$ cat config.mk
export PLATFORM = sky130hd
export DESIGN_NAME = busline_cond_detect
export DESIGN_NICKNAME = d
export VERILOG_FILES = /design/src/rtl/bcdet_pkg.sv /design/src/rtl/bcdet_sync.sv /design/src/rtl/bcdet_tick.sv /design/src/rtl/bcdet_windows.sv /design/src/rtl/bcdet_fsm.sv /design/src/rtl/busline_cond_detect.sv
export SDC_FILE = /design/constraint.sdc
export NUM_CORES = 1
export LEC_CHECK = 0
export BUFFER_PORTS_ARGS = -buffer_cell sky130_fd_sc_hd__buf_2
export CAP_MARGIN = 10
export CORE_MARGIN = 2
export CORE_UTILIZATION = 60
export CTS_CLUSTER_DIAMETER = 80
export CTS_CLUSTER_SIZE = 20
export DETAILED_ROUTE_END_ITERATION = 6
export GPL_ROUTABILITY_DRIVEN = 0
export GPL_TIMING_DRIVEN = 0
export PLACE_DENSITY = 0.79
export SYNTH_ARGS = -nofsm -noshare
export SYNTH_HDL_FRONTEND = slang
export SYNTH_SLANG_ARGS = --single-unit
$ cat constraint.sdc
create_clock -name clk -period 3.1 [get_ports clk]
set_clock_uncertainty 0.1 [all_clocks]
set_input_delay 0.31 -clock clk [delete_from_list [all_inputs] [get_ports clk]]
set_output_delay 0.31 -clock clk [all_outputs]
set_load 0.02 [all_outputs]
$ cat src/rtl/bcdet_pkg.sv
package bcdet_pkg;
    localparam int unsigned CTL_W  = 5;
    localparam int unsigned EVEN_W = CTL_W + 1;
    localparam int unsigned WIN_W  = CTL_W + 3;

    localparam int unsigned FAST_REL   = 8;
    localparam int unsigned FAST_SETUP = 4;
    localparam int unsigned FAST_HOLD  = 4;
    localparam int unsigned FAST_FLAG  = 7;

    typedef enum logic [1:0] {
        ST_IDLE,
        ST_HOLD,
        ST_SETTLE
    } det_state_e;

    // All windows in half-cycles of the bus system clock
    typedef struct packed {
        logic [WIN_W-1:0] rel_w;
        logic [WIN_W-1:0] su_w;
        logic [WIN_W-1:0] hd_w;
        logic [WIN_W-1:0] fl_w;
    } det_win_t;

    // Zero reads as 2, odd rounds up, so no window can reach zero
    function automatic logic [EVEN_W-1:0] even_ctl(input logic [CTL_W-1:0] v);
        logic [EVEN_W-1:0] e;
        e = {1'b0, v};
        if (v == '0) begin
            e = EVEN_W'(2);
        end else if (v[0]) begin
            e = e + EVEN_W'(1);
        end
        return e;
    endfunction
endpackage

$ cat src/rtl/bcdet_sync.sv
module bcdet_sync #(
    parameter int unsigned WIDTH     = 2,
    parameter int unsigned STAGES    = 2,
    parameter logic        RESET_VAL = 1'b1
) (
    input  logic             clk,
    input  logic             rst_n,
    input  logic [WIDTH-1:0] d,
    output logic [WIDTH-1:0] q
);
    logic [STAGES-1:0][WIDTH-1:0] chain_q;

    always_ff @(posedge clk or negedge rst_n) begin
        if (!rst_n) begin
            chain_q <= {(STAGES*WIDTH){RESET_VAL}};
        end else begin
            chain_q <= {chain_q[STAGES-2:0], d};
        end
    end

    assign q = chain_q[STAGES-1];

    initial begin
        assert (STAGES >= 2) else $error("synchronizer needs two or more stages");
    end
endmodule

$ cat src/rtl/bcdet_tick.sv
module bcdet_tick #(
    parameter int unsigned HALF_DIV = 2
) (
    input  logic clk,
    input  logic rst_n,
    output logic tick
);
    generate
        if (HALF_DIV <= 1) begin : g_every
            assign tick = 1'b1;
        end else begin : g_div
            localparam int unsigned DIV_W = $clog2(HALF_DIV);
            localparam logic [DIV_W-1:0] LAST = DIV_W'(HALF_DIV - 1);
            logic [DIV_W-1:0] div_q;

            always_ff @(posedge clk or negedge rst_n) begin
                if (!rst_n) begin
                    div_q <= '0;
                end else if (div_q == LAST) begin
                    div_q <= '0;
                end else begin
                    div_q <= div_q + DIV_W'(1);
                end
            end

            assign tick = (div_q == LAST);
        end
    endgenerate
endmodule

$ cat src/rtl/bcdet_windows.sv
module bcdet_windows
    import bcdet_pkg::*;
(
    input  logic             fast_mode,
    input  logic [CTL_W-1:0] setup_ctl,
    output det_win_t         win
);
    logic [EVEN_W-1:0] ev;
    logic [WIN_W-1:0]  ew;

    always_comb begin
        ev = even_ctl(setup_ctl);
        ew = WIN_W'(ev);
        if (fast_mode) begin
            win.rel_w = WIN_W'(FAST_REL);
            win.su_w  = WIN_W'(FAST_SETUP);
            win.hd_w  = WIN_W'(FAST_HOLD);
            win.fl_w  = WIN_W'(FAST_FLAG);
        end else begin
            win.rel_w = (ew << 1) + WIN_W'(2);
            win.su_w  = ew + WIN_W'(2);
            win.hd_w  = ew;
            win.fl_w  = ew + WIN_W'(3);
        end
    end
endmodule

$ cat src/rtl/bcdet_fsm.sv
module bcdet_fsm
    import bcdet_pkg::*;
(
    input  logic     clk,
    input  logic     rst_n,
    input  logic     tick,
    input  logic     s_scl,
    input  logic     s_sda,
    input  det_win_t win,
    output logic     start_pulse,
    output logic     stop_pulse,
    output logic     bus_busy
);
    det_state_e       state_q, state_d;
    logic             prev_sda_q;
    logic [WIN_W-1:0] scl_hi_q;
    logic [WIN_W-1:0] cnt_q;
    logic             stop_kind_q;

    logic sda_edge, setup_ok, rel_ok, hold_last, settle_last, fire;

    assign sda_edge    = s_sda ^ prev_sda_q;
    assign setup_ok    = (scl_hi_q >= win.su_w);
    assign rel_ok      = (scl_hi_q >= win.rel_w);
    assign hold_last   = tick && (cnt_q == win.hd_w - WIN_W'(1));
    assign settle_last = tick && (cnt_q == win.fl_w - WIN_W'(1));
    assign fire        = (state_q == ST_SETTLE) && settle_last;

    // State register
    always_ff @(posedge clk or negedge rst_n) begin
        if (!rst_n) begin
            state_q <= ST_IDLE;
        end else begin
            state_q <= state_d;
        end
    end

    // Next-state logic
    always_comb begin
        state_d = state_q;
        unique case (state_q)
            ST_IDLE: begin
                if (sda_edge && s_scl && setup_ok) begin
                    state_d = ST_HOLD;
                end
            end
            ST_HOLD: begin
                if (!s_scl || sda_edge) begin
                    state_d = ST_IDLE;
                end else if (hold_last) begin
                    state_d = rel_ok ? ST_SETTLE : ST_IDLE;
                end
            end
            ST_SETTLE: begin
                if (settle_last) begin
                    state_d = ST_IDLE;
                end
            end
            default: state_d = ST_IDLE;
        endcase
    end

    // Outputs and datapath
    always_ff @(posedge clk or negedge rst_n) begin
        if (!rst_n) begin
            prev_sda_q  <= 1'b1;
            scl_hi_q    <= '0;
            cnt_q       <= '0;
            stop_kind_q <= 1'b0;
            start_pulse <= 1'b0;
            stop_pulse  <= 1'b0;
            bus_busy    <= 1'b0;
        end else begin
            prev_sda_q <= s_sda;

            if (!s_scl) begin
                scl_hi_q <= '0;
            end else if (tick && (scl_hi_q != '1)) begin
                scl_hi_q <= scl_hi_q + WIN_W'(1);
            end

            if (state_q == ST_IDLE && state_d == ST_HOLD) begin
                cnt_q       <= '0;
                stop_kind_q <= s_sda;
            end else if (tick) begin
                cnt_q <= cnt_q + WIN_W'(1);
            end

            start_pulse <= fire && !stop_kind_q;
            stop_pulse  <= fire && stop_kind_q;
            if (fire) begin
                bus_busy <= !stop_kind_q;
            end
        end
    end

    a_r10_pulse_exclusive: assert property (@(posedge clk) disable iff (!rst_n)
        !(start_pulse && stop_pulse));

    a_r10_start_single: assert property (@(posedge clk) disable iff (!rst_n)
        start_pulse |=> !start_pulse);

    a_r10_stop_single: assert property (@(posedge clk) disable iff (!rst_n)
        stop_pulse |=> !stop_pulse);

    a_r2_busy_rise: assert property (@(posedge clk) disable iff (!rst_n)
        $rose(bus_busy) |-> start_pulse);

    a_r3_busy_fall: assert property (@(posedge clk) disable iff (!rst_n)
        $fell(bus_busy) |-> stop_pulse);

    a_r2_start_sets: assert property (@(posedge clk) disable iff (!rst_n)
        start_pulse |-> bus_busy);

    a_r3_stop_clears: assert property (@(posedge clk) disable iff (!rst_n)
        stop_pulse |-> !bus_busy);

    a_r5_hold_needs_scl: assert property (@(posedge clk) disable iff (!rst_n)
        (state_q == ST_HOLD) && !s_scl |=> (state_q == ST_IDLE));

    a_r4_entry_setup: assert property (@(posedge clk) disable iff (!rst_n)
        (state_q == ST_IDLE) ##1 (state_q == ST_HOLD) |-> $past(scl_hi_q) >= $past(win.su_w));
endmodule

$ cat src/rtl/busline_cond_detect.sv
module busline_cond_detect
    import bcdet_pkg::*;
#(
    parameter int unsigned HALF_DIV    = 2,
    parameter int unsigned SYNC_STAGES = 2
) (
    input  logic             clk,
    input  logic             rst_n,
    input  logic             scl_pin,
    input  logic             sda_pin,
    input  logic             fast_mode,
    input  logic [CTL_W-1:0] setup_ctl,
    output logic             start_pulse,
    output logic             stop_pulse,
    output logic             bus_busy
);
    logic [1:0] pins_s;
    logic       tick;
    det_win_t   win;

    bcdet_sync #(
        .WIDTH    (2),
        .STAGES   (SYNC_STAGES),
        .RESET_VAL(1'b1)
    ) u_sync (
        .clk  (clk),
        .rst_n(rst_n),
        .d    ({scl_pin, sda_pin}),
        .q    (pins_s)
    );

    bcdet_tick #(
        .HALF_DIV(HALF_DIV)
    ) u_tick (
        .clk  (clk),
        .rst_n(rst_n),
        .tick (tick)
    );

    bcdet_windows u_win (
        .fast_mode(fast_mode),
        .setup_ctl(setup_ctl),
        .win      (win)
    );

    bcdet_fsm u_fsm (
        .clk        (clk),
        .rst_n      (rst_n),
        .tick       (tick),
        .s_scl      (pins_s[1]),
        .s_sda      (pins_s[0]),
        .win        (win),
        .start_pulse(start_pulse),
        .stop_pulse (stop_pulse),
        .bus_busy   (bus_busy)
    );

    a_r7_window_order: assert property (@(posedge clk) disable iff (!rst_n)
        (win.hd_w < win.fl_w) && (win.su_w <= win.rel_w));
endmodule

==> impl_metrics.tcl <==
set metrics [dict create \
    grt_max_degree 29 \
    synth_top_cell_by_area "dfrtp_1" \
    crit_fanout 7 \
    synthArstFlopShare_pct 100 \
    wirelength_um 3570 \
    die_h_um 60.2 \
    ios 13 \
    rsz0062_at_grt "false" \
    avgSynthCellArea_sq_um 9.78 \
    htree_num_levels 1 \
    period_needed_ns 3.02 \
    finalPower_mw 1.05 \
    syn_to_final_growth_pct 12.9 \
    drtIter0Drc 86 \
    drive_gt1_share_pct 17.8 \
    drc 0 \
    wl_per_cell_um 13.9 \
    vdd_drop_max_uv 316 \
    fmax_ghz 0.331 \
    grt_overflow_total 0 \
    crit_type "primary input to flop" \
    maxCapViolCount 0 \
    p_per_area_nw_per_um2 490 \
    p_leak_nw 1.01 \
    vias_per_cell 5.63 \
    cp-end-kind "flop" \
    place.detailed.hpwl_um 2750 \
    num_antenna_cells 0 \
    synthesis.nets 222 \
    yosysWarningCount 0 \
    timing.final.hold_violations 0 \
    clock_latency_ns 0.33 \
    synth.most_common_cell "dfrtp_1" \
    placement_rows 20 \
    cts_root_buf "clkbuf_4" \
    num_vias 1446 \
    critPathRequiredTime_ns 3.23 \
    tritoncts "built" \
    yosys.area.top_type_share_pct 30.3 \
    core_area_sq_um 3030 \
    grt_pass1_wl_um 6190 \
    yosysUniqueCellTypes 48 \
    fillCellCount 235 \
    fin_util_pct 70.7 \
    hold_path_class "flop to flop" \
    max_slew_margin_pct 57.9 \
    clockBufferDepth 2 \
    die_x_um 60.2 \
    synthTopCellsByArea "dfrtp_1 (30%), ha_1 (12%), dfstp_2 (6.9%)" \
    critPathArrivalTime_ns 3.15 \
    start_kind "primary input" \
    die_area_sq_um 3630 \
    syn_area_sq_um 1900 \
    yosys_register_bits 28 \
    grt_pass1_vias 1480 \
    worst_pin_slew_ns 0.632 \
    clk_pin_slew_worst_paths_ns 0.15 \
    fin_nets 242 \
    synth_edf_count 0 \
    ys.flop_type "dfrtp_1" \
    fin_crit_sh_pct 97.3 \
    start_util_pct 62.6 \
    clock-sinks 28 \
    setup_viol 0 \
    first_pass_iters 4 \
    finalMaxSlewViolations 0 \
    run_status "completed" \
    synth_seq_area_share_pct 37.3 \
    final_antenna_net_count 0 \
    numPortBuffers 11 \
    antenna_found_initial 0 \
    synth_common_cells "dfrtp_1 (23), ha_1 (18), nor2_1 (18), xor2_1 (15)" \
    cts_buffers 3 \
    netlist_instances 194 \
    grt_use_total_pct 22.8 \
]
[final cells by class]
cell class / count / area [sq um] / share of cell area, %
repair buffers: 16 / 100 / 4.67
clock inverters: 1 / 30.0 / 1.40
well taps: 44 / 55.1 / 2.57
flip-flops and latches: 28 / 707 / 33.0
plain buffers: 5 / 27.5 / 1.29
inverters: 12 / 45.0 / 2.10
multi-input cells: 148 / 1150 / 53.9
clock buffers: 3 / 22.5 / 1.05
[power breakdown]
part           internal (mW)  total (mW)  switching (mW)
logic                  0.168       0.345           0.177
clock network          0.131       0.237           0.106
registers              0.417       0.468          0.0503
total                  0.717        1.05           0.333
[flip-flops by register name (all words and copies together), names as in the netlist]
register,cells
u_sync.chain_q,2
u_fsm.cnt_q,8
u_fsm.state_q,2
u_fsm.stop_kind_q,1
u_fsm.bus_busy,1
u_fsm.start_pulse,1
u_fsm.stop_pulse,1
u_sync.q,2
u_fsm.scl_hi_q,8
u_tick.tick,1
u_fsm.prev_sda_q,1
[final timing paths]
kind	from	end	cells after the start	slack, ns
hold reg to reg	u_sync.chain_q[0]	u_sync.q[0]	0	0.27
setup / recovery	setup_ctl[0]	u_fsm.bus_busy	12	0.08
min in group asynchronous	rst_n	u_fsm.scl_hi_q[3]	2	0.42
max in group asynchronous	rst_n	u_fsm.scl_hi_q[5]	2	2.07
setup reg to reg	u_tick.tick	u_fsm.bus_busy	6	0.47
hold / removal	u_sync.chain_q[0]	u_sync.q[0]	0	0.27
[layout by cell type, fill, tap and decap left out, types with 2 or more instances in the layout]
master,instances
o31ai_1,3
o21ai_0,4
buf_4,4
ha_1,16
inv_1,11
nand4_1,7
nor2b_1,3
and2_1,4
dlygate4sd3_1,3
nand3_1,7
xnor2_1,12
dfrtp_1,23
a21oi_1,2
a21boi_0,4
buf_2,12
mux2i_1,4
dfstp_2,5
nand2_1,10
clkbuf_4,3
clkbuf_1,2
xor2_1,15
or3_1,4
and3_1,3
nor2_1,18
a21o_1,2
o21a_1,2
nor3_1,3
[layer usage]
metal	vias to the layer above	share of wire [%]	global-route usage, %
met1	698	45	27.4
met5	-	0	0
met2	23	51	41.1
met3	6	2.3	3.46
li1	719	-	-
met4	0	1.5	7.30
[stage by stage]
step	std cells	cell area, sq um	setup slack, ns	TNS [ns]	hold slack [ns]
finish	257	2140	0.0824	0	0.269
global route	257	2140	0.0119	0	0.275
CTS	255	2120	0.0424	0	0.271
detailed placement	249	2040	-0.418	-2.19	0.248
global placement	249	2040	-0.383	-1.73	0.247
floorplan	194	1930	0.00132	0	-0.0856
[worst max-delay path, stage by stage]
cell	delay [ns]
buf_2	0.14
inv_1	0.06
ha_2	0.15
nor3b_4	0.22
a21o_2	0.19
ha_4	0.13
xor3_1	0.21
or2_4	0.27
xnor2_1	0.13
or4_4	0.49
or4b_4	0.53
mux2_4	0.32
[timing repair]
action | in CTS | in global routing
endpoints found under the hold margin | 25 | 0
hold buffers | 3 | 0
pin swaps | 0 | 2
resized for setup | 0 | 2
setup buffers | 0 | 2
endpoints found under the setup margin | 1 | 2
cloned | 0 | 0
[cell families after synthesis]
group	share of synthesized area [%]
flops	37.3
buf+inv	4.02
xor+xnor	13.7
simple gates	19.6
other cells	0.198
fa+ha+maj	11.9
mux	3.50
compound gates	9.83
No activity file was read; power rests on OpenSTA's default activity.
